--- config.mk ---
export PLATFORM = sky130hd
export DESIGN_NAME = irqc_top
export DESIGN_NICKNAME = d
export VERILOG_FILES = /design/src/rtl/irqc_pkg.sv /design/src/rtl/irqc_level_store.sv /design/src/rtl/irqc_regfile.sv /design/src/rtl/irqc_pending.sv /design/src/rtl/irqc_fast_route.sv /design/src/rtl/irqc_top.sv
export SDC_FILE = /design/constraint.sdc
export NUM_CORES = 1
export LEC_CHECK = 0
export ABC_AREA = 1
export BUFFER_PORTS_ARGS = -buffer_cell sky130_fd_sc_hd__buf_2
export CORE_MARGIN = 10
export CORE_UTILIZATION = 32
export DETAILED_ROUTE_END_ITERATION = 7
export PLACE_DENSITY = 0.57
export SKIP_CTS_REPAIR_TIMING = 1
export SLEW_MARGIN = 25
export SYNTH_ARGS = -nofsm -noshare
export SYNTH_HDL_FRONTEND = slang
export SYNTH_HIERARCHICAL = 1
export SYNTH_SLANG_ARGS = --single-unit
--- constraint.sdc ---
create_clock -name clk_i -period 3.18 [get_ports clk_i]
set_input_delay 0.318 -clock clk_i [delete_from_list [all_inputs] [get_ports clk_i]]
set_output_delay 0.318 -clock clk_i [all_outputs]
set_load 0.03 [all_outputs]
--- src/rtl/irqc_pkg.sv ---
package irqc_pkg;
  localparam int unsigned OFF_W = 9;
  typedef logic [OFF_W-1:0] off_t;

  localparam off_t OFF_SUMMARY = 9'h000;
  localparam off_t OFF_PEND_LO = 9'h004;
  localparam off_t OFF_PEND_HI = 9'h008;
  localparam off_t OFF_FAST    = 9'h00C;
  localparam off_t OFF_SET_LO  = 9'h010;
  localparam off_t OFF_SET_HI  = 9'h014;
  localparam off_t OFF_SET_LCL = 9'h018;
  localparam off_t OFF_CLR_LO  = 9'h01C;
  localparam off_t OFF_CLR_HI  = 9'h020;
  localparam off_t OFF_CLR_LCL = 9'h024;

  // Summary word: mirrored peripheral lines start at this bit
  localparam int unsigned MIRROR_N   = 11;
  localparam int unsigned MIRROR_LSB = 10;

  function automatic int unsigned mirror_src(input int unsigned idx);
    case (idx)
      0:       return 7;
      1:       return 9;
      2:       return 10;
      3:       return 18;
      4:       return 19;
      5:       return 53;
      6:       return 54;
      7:       return 55;
      8:       return 56;
      9:       return 57;
      default: return 62;
    endcase
  endfunction
endpackage

--- src/rtl/irqc_level_store.sv ---
module irqc_level_store #(
  parameter int unsigned W = 8
) (
  input  logic         clk_i,
  input  logic [W-1:0] lvl_i,
  output logic [W-1:0] lvl_o
);
  // Levels are deliberately outside the reset domain
  logic [W-1:0] lvl_q;
  always_ff @(posedge clk_i) lvl_q <= lvl_i;
  assign lvl_o = lvl_q;
endmodule

--- src/rtl/irqc_regfile.sv ---
module irqc_regfile
  import irqc_pkg::*;
#(
  parameter int unsigned N_PERIPH = 64,
  parameter int unsigned N_LOCAL  = 8,
  parameter int unsigned DW       = 32,
  parameter int unsigned SEL_W    = 7
) (
  input  logic                clk_i,
  input  logic                rst_ni,
  input  logic                wr_en_i,
  input  off_t                wr_addr_i,
  input  logic [DW-1:0]       wr_data_i,
  output logic [N_PERIPH-1:0] periph_mask_o,
  output logic [N_LOCAL-1:0]  local_mask_o,
  output logic                fast_en_o,
  output logic [SEL_W-1:0]    fast_sel_o
);
  localparam int unsigned N_WORDS = N_PERIPH / DW;

  logic [N_PERIPH-1:0] pmask_q, pmask_d;
  logic [N_LOCAL-1:0]  lmask_q, lmask_d;
  logic                fast_en_q;
  logic [SEL_W-1:0]    fast_sel_q;

  for (genvar w = 0; w < N_WORDS; w++) begin : g_word
    localparam off_t SET_A = OFF_SET_LO + OFF_W'(4 * w);
    localparam off_t CLR_A = OFF_CLR_LO + OFF_W'(4 * w);
    logic hit_set, hit_clr;
    assign hit_set = wr_en_i && (wr_addr_i == SET_A);
    assign hit_clr = wr_en_i && (wr_addr_i == CLR_A);
    assign pmask_d[w*DW +: DW] =
      hit_set ? (pmask_q[w*DW +: DW] |  wr_data_i) :
      hit_clr ? (pmask_q[w*DW +: DW] & ~wr_data_i) :
                 pmask_q[w*DW +: DW];
  end

  always_comb begin
    lmask_d = lmask_q;
    if (wr_en_i && wr_addr_i == OFF_SET_LCL) lmask_d = lmask_q |  wr_data_i[N_LOCAL-1:0];
    if (wr_en_i && wr_addr_i == OFF_CLR_LCL) lmask_d = lmask_q & ~wr_data_i[N_LOCAL-1:0];
  end

  always_ff @(posedge clk_i or negedge rst_ni) begin
    if (!rst_ni) begin
      pmask_q    <= '0;
      lmask_q    <= '0;
      fast_en_q  <= 1'b0;
      fast_sel_q <= '0;
    end else begin
      pmask_q <= pmask_d;
      lmask_q <= lmask_d;
      if (wr_en_i && wr_addr_i == OFF_FAST) begin
        fast_sel_q <= wr_data_i[SEL_W-1:0];
        fast_en_q  <= wr_data_i[SEL_W];
      end
    end
  end

  assign periph_mask_o = pmask_q;
  assign local_mask_o  = lmask_q;
  assign fast_en_o     = fast_en_q;
  assign fast_sel_o    = fast_sel_q;
endmodule

--- src/rtl/irqc_pending.sv ---
module irqc_pending
  import irqc_pkg::*;
#(
  parameter int unsigned N_PERIPH = 64,
  parameter int unsigned N_LOCAL  = 8,
  parameter int unsigned DW       = 32
) (
  input  logic [N_PERIPH-1:0] periph_lvl_i,
  input  logic [N_LOCAL-1:0]  local_lvl_i,
  input  logic [N_PERIPH-1:0] periph_mask_i,
  input  logic [N_LOCAL-1:0]  local_mask_i,
  output logic [N_PERIPH-1:0] periph_pend_o,
  output logic [N_LOCAL-1:0]  local_pend_o,
  output logic [DW-1:0]       summary_o,
  output logic                irq_o
);
  localparam int unsigned N_WORDS = N_PERIPH / DW;

  assign periph_pend_o = periph_lvl_i & periph_mask_i;
  assign local_pend_o  = local_lvl_i & local_mask_i;

  always_comb begin
    summary_o = '0;
    summary_o[N_LOCAL-1:0] = local_pend_o;
    for (int w = 0; w < N_WORDS; w++)
      summary_o[N_LOCAL + w] = |periph_pend_o[w*DW +: DW];
    for (int m = 0; m < MIRROR_N; m++)
      summary_o[MIRROR_LSB + m] = periph_pend_o[mirror_src(m)];
  end

  assign irq_o = (|periph_pend_o) || (|local_pend_o);
endmodule

--- src/rtl/irqc_fast_route.sv ---
module irqc_fast_route #(
  parameter int unsigned N_PERIPH = 64,
  parameter int unsigned N_LOCAL  = 8,
  parameter int unsigned SEL_W    = 7
) (
  input  logic                fast_en_i,
  input  logic [SEL_W-1:0]    fast_sel_i,
  input  logic [N_PERIPH-1:0] periph_lvl_i,
  input  logic [N_LOCAL-1:0]  local_lvl_i,
  output logic                fast_o
);
  localparam int unsigned N_SRC = N_PERIPH + N_LOCAL;
  localparam int unsigned N_PAD = 2 ** SEL_W;

  // Pad to the full select range so out-of-range selects read zero
  logic [N_PAD-1:0] src_vec;
  always_comb begin
    src_vec = '0;
    src_vec[N_SRC-1:0] = {local_lvl_i, periph_lvl_i};
  end

  assign fast_o = fast_en_i && src_vec[fast_sel_i];
endmodule

--- src/rtl/irqc_top.sv ---
module irqc_top
  import irqc_pkg::*;
#(
  parameter int unsigned N_PERIPH = 64,
  parameter int unsigned N_LOCAL  = 8,
  parameter int unsigned DW       = 32
) (
  input  logic                clk_i,
  input  logic                rst_ni,
  input  logic [N_PERIPH-1:0] periph_irq_i,
  input  logic [N_LOCAL-1:0]  local_irq_i,
  input  logic                bus_valid_i,
  input  logic                bus_write_i,
  input  logic [OFF_W-1:0]    bus_addr_i,
  input  logic [DW-1:0]       bus_wdata_i,
  output logic                bus_rvalid_o,
  output logic [DW-1:0]       bus_rdata_o,
  output logic                irq_o,
  output logic                fast_irq_o
);
  localparam int unsigned SEL_W = $clog2(N_PERIPH + N_LOCAL);

  logic [N_PERIPH-1:0] periph_lvl, periph_mask, periph_pend;
  logic [N_LOCAL-1:0]  local_lvl, local_mask, local_pend;
  logic [DW-1:0]       summary;
  logic                fast_en;
  logic [SEL_W-1:0]    fast_sel;
  logic                rd_en, wr_en;
  logic [DW-1:0]       rdata_d, rdata_q;
  logic                rvalid_q;

  assign rd_en = bus_valid_i && !bus_write_i;
  assign wr_en = bus_valid_i &&  bus_write_i;

  irqc_level_store #(.W(N_PERIPH)) u_periph_lvl (
    .clk_i(clk_i), .lvl_i(periph_irq_i), .lvl_o(periph_lvl)
  );
  irqc_level_store #(.W(N_LOCAL)) u_local_lvl (
    .clk_i(clk_i), .lvl_i(local_irq_i), .lvl_o(local_lvl)
  );

  irqc_regfile #(
    .N_PERIPH(N_PERIPH), .N_LOCAL(N_LOCAL), .DW(DW), .SEL_W(SEL_W)
  ) u_regs (
    .clk_i        (clk_i),
    .rst_ni       (rst_ni),
    .wr_en_i      (wr_en),
    .wr_addr_i    (bus_addr_i),
    .wr_data_i    (bus_wdata_i),
    .periph_mask_o(periph_mask),
    .local_mask_o (local_mask),
    .fast_en_o    (fast_en),
    .fast_sel_o   (fast_sel)
  );

  irqc_pending #(.N_PERIPH(N_PERIPH), .N_LOCAL(N_LOCAL), .DW(DW)) u_pend (
    .periph_lvl_i (periph_lvl),
    .local_lvl_i  (local_lvl),
    .periph_mask_i(periph_mask),
    .local_mask_i (local_mask),
    .periph_pend_o(periph_pend),
    .local_pend_o (local_pend),
    .summary_o    (summary),
    .irq_o        (irq_o)
  );

  irqc_fast_route #(.N_PERIPH(N_PERIPH), .N_LOCAL(N_LOCAL), .SEL_W(SEL_W)) u_fast (
    .fast_en_i   (fast_en),
    .fast_sel_i  (fast_sel),
    .periph_lvl_i(periph_lvl),
    .local_lvl_i (local_lvl),
    .fast_o      (fast_irq_o)
  );

  always_comb begin
    case (bus_addr_i)
      OFF_SUMMARY: rdata_d = summary;
      OFF_PEND_LO: rdata_d = periph_pend[DW-1:0];
      OFF_PEND_HI: rdata_d = periph_pend[2*DW-1:DW];
      OFF_FAST:    rdata_d = DW'({fast_en, fast_sel});
      OFF_SET_LO:  rdata_d = periph_mask[DW-1:0];
      OFF_SET_HI:  rdata_d = periph_mask[2*DW-1:DW];
      OFF_SET_LCL: rdata_d = DW'(local_mask);
      OFF_CLR_LO:  rdata_d = ~periph_mask[DW-1:0];
      OFF_CLR_HI:  rdata_d = ~periph_mask[2*DW-1:DW];
      OFF_CLR_LCL: rdata_d = ~DW'(local_mask);
      default:     rdata_d = '0;
    endcase
  end

  always_ff @(posedge clk_i or negedge rst_ni) begin
    if (!rst_ni) begin
      rvalid_q <= 1'b0;
      rdata_q  <= '0;
    end else begin
      rvalid_q <= rd_en;
      if (rd_en) rdata_q <= rdata_d;
    end
  end

  assign bus_rvalid_o = rvalid_q;
  assign bus_rdata_o  = rdata_q;
endmodule

Word-level counts from Yosys, hierarchy flattened:

Cells that the tools add are included.

* input port bits: 117
* logic and storage cells: 61
* register bits: 185
* output and inout bits: 35

* equal/unequal tests: 9
* muxes and demuxes: 9
* $lt $le $gt $ge: 1
* reductions and logical operators: 20
* bitwise gates (word level): 13

Operator list (number)
* $pmux W32 S10: 1
* $mux W32: 4
* $not A32 Y32: 3
* $and A32 B32 Y32: 2
* $and A64 B64 Y64: 1
* $or A32 B32 Y32: 2
* $reduce_or A32 Y1: 2
* $reduce_or A64 Y1: 1
* $eq A9 B5 Y1 const B: 4
* $not A8 Y32: 1
* $eq A9 B4 Y1 const B: 2
* $eq A9 B6 Y1 const B: 2
* $and A8 B8 Y8: 2
* $mux W8: 2
* $logic_and A1 B1 Y1: 10
* $eq A9 B3 Y1 const B: 1
* $logic_not A9 Y1: 1
* $lt A7 B8 Y1 const B: 1
* $not A8 Y8: 1
* $or A8 B8 Y8: 1
* $reduce_or A8 Y1: 1
* $bmux W1 S7: 1
* $reduce_bool A2 Y1: 3
* $logic_not A1 Y1: 1
* other kinds (2): 2

Logic depth before layout (Yosys ltp):

Gate-level depths: netlist of the first run.

* depth in word-level cells: 4
* depth in mapped cells: 13
* depth with buffers taken out: 12

Modules after synthesis:

The synthesis of the first run kept the hierarchy.

Modules (own cells, without submodules)
* irqc_top: area each 3867.5 sq um, seq. area each 825.8 sq um, instances 1, cells an instance 716
* irqc_regfile: area each 3701.0 sq um, seq. area each 2001.9 sq um, instances 1, cells an instance 435
* irqc_level_store at u_periph_lvl: area each 1281.2 sq um, seq. area each 1281.2 sq um, instances 1, cells an instance 64
* irqc_pending: area each 992.2 sq um, seq. area each 0.0 sq um, instances 1, cells an instance 227
* irqc_fast_route: area each 820.8 sq um, seq. area each 0.0 sq um, instances 1, cells an instance 167
* irqc_level_store at u_local_lvl: area each 160.2 sq um, seq. area each 160.2 sq um, instances 1, cells an instance 8

Least setup slack after synthesis of the first run:

No wires, ideal clock.

* path type: register -> output
* start: reg u_regs.fast_sel_q[0], in the netlist u_regs/fast_sel_o[0]
* end: out fast_irq_o
* stages on the path, launching flop included: 14
* data arrival time: 1.549 ns
* required time: 2.862 ns
* setup slack: 1.313 ns
* buffers on the path: 2
* cells stage by stage: dfrtp_1 buf_6 inv_8 buf_12 nand2_2 nand3_1 nand3_1 nand2_1 nand2_1 nand3_1 nand3_1 nand2_1 nand2_1 a21oi_2

* cells in the longest elaborated chain, start to end: 3

RTL lines
* start, declared: line irqc_regfile.sv:24 `logic [SEL_W-1:0] fast_sel_q;`
* start signal, assigned: line irqc_regfile.sv:54 `fast_sel_q <= wr_data_i[SEL_W-1:0];`
* $bmux W1 S7: line irqc_fast_route.sv:22 `assign fast_o = fast_en_i && src_vec[fast_sel_i];`
* $mux W1 (implied by the code): line irqc_fast_route.sv:22
* $logic_and A1 B1 Y1: line irqc_fast_route.sv:22
* end, declared: line irqc_top.sv:19 `output logic fast_irq_o`

Every way passes these cells. The select of a mux whose other input is x is not followed.

Worst setup path in the final report of the first run:

* start: reg u_regs.fast_sel_q[2], in the netlist u_regs/fast_sel_o[2]
* end: out fast_irq_o

Same word-level chain as after synthesis.

==> results.txt, run 1 <==
outcome - complete, no violations
peak clock frequency supported by timing - 0.3544 GHz
wire length of the first global-routing pass - 58990 um
startpoint of the lowest-slack hold path - bus_wdata_i[8]
depth of the CTS H-tree - 4
MaxCap Viol Count - 0
number of buffers on the longest clock path - 2
clock-pin transition on the worst setup and hold timing paths - 0.07 ns
vertical die dimension - 203.9 um
synthesized area per cell - 6.693 um2
worst-case vdd ir drop - 0.0003918 V
biggest area contributors in the synthesized netlist - dfrtp_1 26%, nand2_1 24%, dfxtp_1 13%
starting density of the core - 32.36%
number of flops mapped to enable cells by yosys - 0
headroom to the max-slew limit - 44.12%
slew at the pin closest to its max-slew limit - 0.8362 ns
wire per inst - 17.27 um
cell count after synthesis - 1617
final cycle utilization of the critical path - 88.72%
Detailed Route Iter0 Violations - 910
number of library cell types mapped by synthesis - 35
Static Leak - 7.271 nW
clock network latency to the later pin of the worst-skew pair - 0.45 ns
final max-slew violation count - 0
Fin. Hold Viols - 0
r2r setup slk - 1.41 ns
number of failing setup endpoints in the final timing report - 0
CTS root buffer - clkbuf_16
DP Worst Slack - 0.8411 ns
DRC viols - 0
number of detailed-routing iterations run before antenna repair - 5
cell accounting for the most synthesized area - dfrtp_1
nets - 1913
portion of synthesized cell area occupied by the leading cell type - 26.13%
worst reg2reg endpoint - bus_rdata_o[8]
worst reg2reg path depth - 12
largest driver fanout on the critical path - 12
Synthesis Warnings - 6
time the final worst path needs with I/O delays and setup - 2.821 ns
vias in the first global route - 10040
fraction of layout instances using a drive strength above 1 - 14.44%
setup slack after layout - 0.3587 ns
unrepaired setup endpoints after global routing - no
launching element type of the critical path - flip-flop
remaining number of nets flagged by the antenna check after routing - 0
global router's overall resource usage - 18.33%
number of standard-cell rows in the floorplan - 67
critical setup path kind - flip-flop to output port
Tightest Hold Check Type - input pin to flip-flop
most common cell after layout, fill and taps aside - nand2_1
RD Place Congestion - 0.9706
clk sinks - 185
data arrival time at the worst-slack endpoint - 2.50 ns
maximum number of pins on one net before global-route repair - 51
Filler Cell Count - 3529
sequential area share after synthesis - 39.45%
count of inserted antenna diode cells - 0
worst clock skew on the final layout - 0.009764 ns
top library cells by usage in the layout, fill and taps aside - 681 x nand2_1, 218 x nand3_1, 176 x inv_1, 150 x buf_2, 113 x dfrtp_1
Post-Syn Area - 10820 um2
Cells on Worst Hold Path - 3
routed wire length - 38970 um
Fin Setup TNS - 0 ns
DIE WIDTH - 203.9 um
ys flop type - dfrtp_1
area growth from synthesis to layout - 19.36%
area of the placeable core - 33450 um2
number of port buffers - 151
number of buffers inserted during clock tree synthesis - 17
die area - 41580 um2
async set-reset flop share out of synthesis - 61.08%
required time reported for the critical path endpoint - 2.86 ns
vias after detailed routing - 10740
Power per Cell Area - 389.4 nW/um2
flip-flop and latch count after synthesis - 185
grt ovf - 0
number of top-level design ports - 152
detailed placement HPWL - 28250 um
clock tree from TritonCTS - built
post-route total power - 5.031 mW
crit path capture type - output port
antenna violations before repair - 0
ratio of routed vias to standard cells - 4.761
[cell usage after synthesis, types with 12 or more instances]
cell type	n
nor3_1	14
buf_4	41
inv_1	176
nand3_1	218
nand3b_1	25
dfxtp_1	72
buf_6	23
nand2_1	681
nor2_4	12
buf_2	23
dfrtp_1	113
a21oi_1	31
nor2_1	108
[how the worst max path moves through the flow]
| stage | startpoint | to | slack [ns] | depth (start not counted) |
|---|---|---|---|---|
| floorplan | u_regs/fast_sel_o[0] | fast_irq_o | 1.31 | 13 |
| global placement | u_regs/fast_sel_o[2] | fast_irq_o | 0.88 | 10 |
| detailed placement | u_regs/fast_sel_o[2] | fast_irq_o | 0.84 | 10 |
| CTS | u_regs/fast_sel_o[2] | fast_irq_o | 0.35 | 10 |
| global route | u_regs/fast_sel_o[2] | fast_irq_o | 0.19 | 10 |
| finish | u_regs/fast_sel_o[2] | fast_irq_o | 0.36 | 10 |
[worst max-delay path, stage by stage (launching register included)]
cell      delay, ns
dfrtp_1        0.67
clkinv_1       0.45
nand3_1        0.22
nand2_1        0.08
nand2_1        0.06
nand3_1        0.08
nand3b_1       0.08
nand2_1        0.07
nand2_1        0.08
a21oi_2        0.08
buf_2          0.19
[kinds of logic after synthesis]
family          count (synthesis)  synth area share, %
simple gates                 1101                44.61
buf+inv                       282                13.28
flops                         185                39.45
compound gates                 48                2.624
other cells                     1              0.03465
[area by class of cell]
cell class	instances	area (um2)	share of cell area [%]
clock inverter	9	93.84	0.7264
timing repair buffer	243	1657	12.82
multi-input combinational	1160	5156	39.91
sequential	185	4269	33.05
clock buffer	22	465.4	3.603
tap	448	560.5	4.339
inverter	189	716.9	5.550
[routing by layer]
| layer | global-route usage, % | up-vias | part of all wire (%) |
|---|---|---|---|
| li1 | - | 5298 | - |
| met1 | 24.67 | 4991 | 45 |
| met2 | 29.56 | 409 | 46 |
| met3 | 3.313 | 43 | 6.7 |
| met4 | 4.876 | 0 | 1.9 |
| met5 | 0 | - | 0 |
[per-stage QoR]
step	utilization (%)	area [um2]	hold WS (ns)	std cells
after floorplan	-	10860	0.02241	1627
after global placement	34.77	11630	0.4058	2152
after detailed placement	34.77	11630	0.3988	2152
after CTS	36.44	12190	-0.08618	2183
after global routing	38.62	12920	0.1180	2256
final	38.62	12920	0.1178	2256
[report_power, final]
| part | internal, mW | leakage, nW | switching, mW | total [mW] |
|---|---|---|---|---|
| sequential | 2.41 | 2.14 | 0.0794 | 2.49 |
| combinational | 0.173 | 4.88 | 0.257 | 0.430 |
| clock | 1.13 | 0.255 | 0.986 | 2.11 |
| total | 3.71 | 7.27 | 1.32 | 5.03 |
(Power assumes the default switching activity.)
==> inputs of run 2 (changes only) <==
- CTS_BUF_LIST: default -> sky130_fd_sc_hd__clkbuf_8 sky130_fd_sc_hd__clkbuf_16
- PLACE_DENSITY: 0.57 -> 0.58
- clock period: 3.18 -> 2.4 ns (I/O delays scaled with it)
==> results.txt, run 2 (synthesis results as in run 1) <==
failing checks - setup timing
top library cells by usage in the layout, fill and taps aside - 675 x nand2_1, 217 x nand3_1, 179 x inv_1, 149 x buf_2, 112 x dfrtp_1
end of the critical path - fast_irq_o
Power per Cell Area - 511.0 nW/um2
clock-pin transition on the worst setup and hold timing paths - 0.08 ns
headroom to the max-slew limit - 60.42%
grt ovf - 0
DRC viols - 0
crit path capture type - output port
CTS root buffer - clkbuf_16
Fin. Hold Viols - 0
maximum number of pins on one net before global-route repair - 41
number of failing setup endpoints in the final timing report - 1
outcome - finished, violations left
remaining number of nets flagged by the antenna check after routing - 0
fraction of layout instances using a drive strength above 1 - 15.77%
slew at the pin closest to its max-slew limit - 0.5930 ns
RD Place Congestion - 0.9891
final max-slew violation count - 0
final cycle utilization of the critical path - 100.7%
depth of the CTS H-tree - 4
vias after detailed routing - 10880
DIE WIDTH - 203.9 um
number of port buffers - 151
worst reg2reg endpoint - bus_rdata_o[8]
number of detailed-routing iterations run before antenna repair - 6
post-route total power - 6.742 mW
launching element type of the critical path - flip-flop
data arrival time at the worst-slack endpoint - 2.18 ns
area growth from synthesis to layout - 21.90%
clock tree from TritonCTS - built
nets - 1930
number of standard-cell rows in the floorplan - 67
critical setup path kind - flip-flop to output port
number of top-level design ports - 152
global router's overall resource usage - 18.77%
most common cell after layout, fill and taps aside - nand2_1
unrepaired setup endpoints after global routing - yes
Static Leak - 7.429 nW
die area - 41580 um2
Tightest Hold Check Type - input pin to flip-flop
wire per inst - 17.49 um
number of buffers on the longest clock path - 2
r2r setup slk - 0.63 ns
vias in the first global route - 10360
worst clock skew on the final layout - 0.01318 ns
Fin Setup TNS - -0.01631 ns
starting density of the core - 32.36%
worst-case vdd ir drop - 0.0005088 V
launch point of the worst path - u_regs/fast_sel_o[0]
detailed placement HPWL - 29990 um
worst reg2reg path depth - 12
area of the placeable core - 33450 um2
clk sinks - 185
ratio of routed vias to standard cells - 4.781
MaxCap Viol Count - 0
DP Worst Slack - 0.3314 ns
wire length of the first global-routing pass - 60510 um
routed wire length - 39790 um
startpoint of the lowest-slack hold path - bus_wdata_i[19]
time the final worst path needs with I/O delays and setup - 2.416 ns
antenna violations before repair - 1
number of buffers inserted during clock tree synthesis - 17
setup slack after layout - -0.01631 ns
peak clock frequency supported by timing - 0.4139 GHz
Detailed Route Iter0 Violations - 966
clock network latency to the later pin of the worst-skew pair - 0.46 ns
vertical die dimension - 203.9 um
required time reported for the critical path endpoint - 2.16 ns
largest driver fanout on the critical path - 11
run 2: cell count changes in the layout (fill, tap and decap cells not counted), sizes merged:
cell      previous run  this run
buf                170       187
clkinv               3         9
clkinvlp             5         1
clkbuf              22        20
diode                0         1
inv                189       190
run 2: through the flow:
step / area (um2) / hold slack [ns] / instances / utilization [%]
after floorplan: 10860 / -0.05559 / 1627 / -
after global routing: 13190 / 0.02652 / 2275 / 39.44
final: 13190 / 0.02426 / 2275 / 39.44
after detailed placement: 11830 / 0.2789 / 2169 / 35.37
after global placement: 11830 / 0.2805 / 2169 / 35.37
after CTS: 12410 / -0.2217 / 2201 / 37.11
run 2: worst max-delay path, cell delays in order (launching register included):
cell and delay, ns:
dfrtp_2 0.48, buf_4 0.21, nand2_1 0.07, nand3_1 0.08, nand3_1 0.07, nand2_1 0.08
nand2_1 0.06, nand3_2 0.05, nand3b_1 0.07, nand2_1 0.10, nand2_2 0.08, a21oi_4 0.21
buf_6 0.16
run 2: how the worst min path moves through the flow:
stage | to | cells after the start
finish | flip-flop | 3
global route | flip-flop | 3
CTS | async pin | 1
detailed placement | bus_rdata_o[3] | 1
global placement | bus_rdata_o[3] | 1
floorplan | bus_rdata_o[0] | 0
run 2: final cells by class:
cell class	instances	area (um2)
diodes	1	2.502
clock buffers	20	478.0
clock inverters	12	102.6
fillers	3520	20260
inverters	189	721.9
multi-input cells	1160	5184
flip-flops and latches	185	4270
well taps	448	560.5
repair buffers	260	1873
run 2: per-layer routing:
layer	part of all wire, %	vias to the layer above	global-route usage [%]
li1	-	5334	-
met1	44	5066	24.59
met4	2.1	0	6.315
met5	0	-	0
met2	47	421	30.40
met3	7.4	55	3.550
run 2: power breakdown:
| part | switching (mW) | total [mW] | leakage (nW) | internal, mW |
|---|---|---|---|---|
| logic | 0.341 | 0.583 | 5.00 | 0.242 |
| clock network | 1.31 | 2.86 | 0.295 | 1.54 |
| registers | 0.114 | 3.30 | 2.14 | 3.19 |
| total | 1.77 | 6.74 | 7.43 | 4.97 |
==> inputs of run 3 (changes only) <==
- REMOVE_ABC_BUFFERS: default -> 1
==> results.txt, run 3 (synthesis results as in run 1) <==
crit path capture type - output port
met3 wirelength from detailed routing - 2981 um
clock network latency to the later pin of the worst-skew pair - 0.46 ns
Detailed Route Iter0 Violations - 882
Clock power frac - 41.4%
vias after detailed routing - 10990
top library cells by usage in the layout, fill and taps aside - 666 x nand2_1, 199 x nand3_1, 179 x inv_1, 149 x buf_2, 112 x dfrtp_1
vias in the first global route - 10320
highest metal used - met5
Critical Path, Cell by Cell - buf_12, buf_12, clkinv_8, nand2_1, nand3_1, nand3_1, nand2_1, nand2_1, nand3_2, nand3_2, nand2_2, nand2_2, a21oi_4, buf_6
Power Internal - 4.872 mW
unrepaired setup endpoints after global routing - yes
MaxCap Viol Count - 0
launching element type of the critical path - flip-flop
number of buffer and inverter instances along the worst setup path - 4
clock-pin transition on the worst setup and hold timing paths - 0.08 ns
clock tree from TritonCTS - built
global router's overall resource usage - 18.39%
depth of the CTS H-tree - 4
total net switching power - 1.786 mW
number of buffers on the longest clock path - 2
fraction of layout instances using a drive strength above 1 - 17.57%
wire length of the first global-routing pass - 59240 um
clk sinks - 185
CTS root buffer - clkbuf_16
setup slack after layout - -0.1396 ns
outcome - finished, violations left
delay contributed by the slowest stage of the critical path - 0.44 ns
required time reported for the critical path endpoint - 2.16 ns
Power per Cell Area - 494.8 nW/um2
grt ovf - 0
die area - 41580 um2
Static Leak - 7.492 nW
starting density of the core - 32.36%
DRC viols - 0
number of standard-cell rows in the floorplan - 67
wire per inst - 17.38 um
vertical die dimension - 203.9 um
placement-stage cell area - 11750 um2
time the final worst path needs with I/O delays and setup - 2.540 ns
peak clock frequency supported by timing - 0.3938 GHz
slew at the pin closest to its max-slew limit - 0.5991 ns
number of failing setup endpoints in the final timing report - 1
data arrival time at the worst-slack endpoint - 2.30 ns
Final Instance Area - 13460 um2
remaining number of nets flagged by the antenna check after routing - 0
most common cell after layout, fill and taps aside - nand2_1
worst clock skew on the final layout - 0.01495 ns
area of the placeable core - 33450 um2
combinational fraction of design power - 9.1%
failing checks - setup timing
area growth from synthesis to layout - 24.34%
final cycle utilization of the critical path - 105.8%
DIE WIDTH - 203.9 um
number of detailed-routing iterations run before antenna repair - 5
post-route met1 wirelength - 17290 um
library cell appearing most often on the critical path - nand2_1
detailed placement HPWL - 28180 um
worst-case vdd ir drop - 0.0006133 V
net switching share of the total power - 26.82%
critical setup path kind - flip-flop to output port
final hold slack - 0.02549 ns
part of the total power dissipated in sequential elements - 49.6%
Tightest Hold Check Type - input pin to flip-flop
nets - 1937
routed wire length - 39660 um
number of buffers inserted during clock tree synthesis - 17
Largest delay share family, worst path - simple AND/OR/NAND/NOR gates
final max-slew violation count - 0
headroom to the max-slew limit - 59.92%
maximum number of pins on one net before global-route repair - 56
antenna violations before repair - 2
met2 wire length - 18290 um
Fin. Hold Viols - 0
number of port buffers - 151
largest driver fanout on the critical path - 5
RD Place Congestion - 0.9676
number of top-level design ports - 152
ratio of routed vias to standard cells - 4.816
crit path max-delay cell type - dfrtp_2
## run 3: cell count changes in the layout (fill, tap and decap cells not counted), moves of 4 or more
cell / delta
nand3_1: -18
nand3_2: +18
nand2_1: -9
nand2_2: +9
clkinvlp_4: +4
## run 3: cell type report
class	instances	area (um2)
multi-input combinational	1160	5296
clock inverter	15	127.6
antenna	1	2.502
timing repair inverter	4	68.82
sequential	185	4270
inverter	189	721.9
timing repair buffer	263	1983
clock buffer	17	425.4
fill	3465	19990
tap	448	560.5
## run 3: stage by stage
step / util [%] / cells / TNS [ns] / total power [mW] / setup WS, ns
2_1_floorplan: - / 1534 / 0 / 3.502 / 0.03239
3_3_place_gp: 35.12 / 2161 / 0 / 3.834 / 0.2768
3_5_place_dp: 35.12 / 2161 / 0 / 3.839 / 0.2935
4_1_cts: 36.77 / 2193 / -0.2107 / 6.607 / -0.2107
5_1_grt: 40.22 / 2281 / -0.2171 / 6.894 / -0.2171
6_report: 40.23 / 2282 / -0.1396 / 6.658 / -0.1396
## run 3: path summary, 6_finish.rpt
kind                                           start                   end  slack, ns  depth (start not counted)
worst max register to register             flip-flop        bus_rdata_o[8]       0.77                         12
worst min-delay path                  bus_wdata_i[8]             flip-flop       0.03                          3
min in group asynchronous                     rst_ni  u_regs/fast_sel_o[2]       0.29                          2
worst min register to register        bus_rdata_o[5]        bus_rdata_o[5]       0.47                          2
max in group asynchronous                     rst_ni             async pin       1.47                          3
worst max-delay path            u_regs/fast_sel_o[0]            fast_irq_o      -0.14                         14
## run 3: routing by layer
layer	global-route usage [%]	vias up
met5	0	-
met4	6.528	2
met3	3.535	75
met2	29.75	443
met1	23.97	5111
li1	-	5360
## run 3: worst register-to-register path, stage by stage (launching register included)
cell	delay [ns]
dfrtp_1	0.41
nand2_1	0.10
nand4_1	0.13
nor2_1	0.23
nand2_1	0.11
nor2_1	0.14
inv_1	0.05
nand2_1	0.06
nand2_1	0.05
inv_1	0.05
nand3_1	0.08
nand2_1	0.07
nand2_1	0.04
## run 3: power by group through the flow
stage	logic, mW	registers [mW]	clock network (mW)
4_1_cts	0.485	3.29	2.83
2_1_floorplan	0.194	3.31	0
3_3_place_gp	0.471	3.36	0
5_1_grt	0.669	3.30	2.92
3_5_place_dp	0.483	3.36	0
6_report	0.604	3.30	2.75
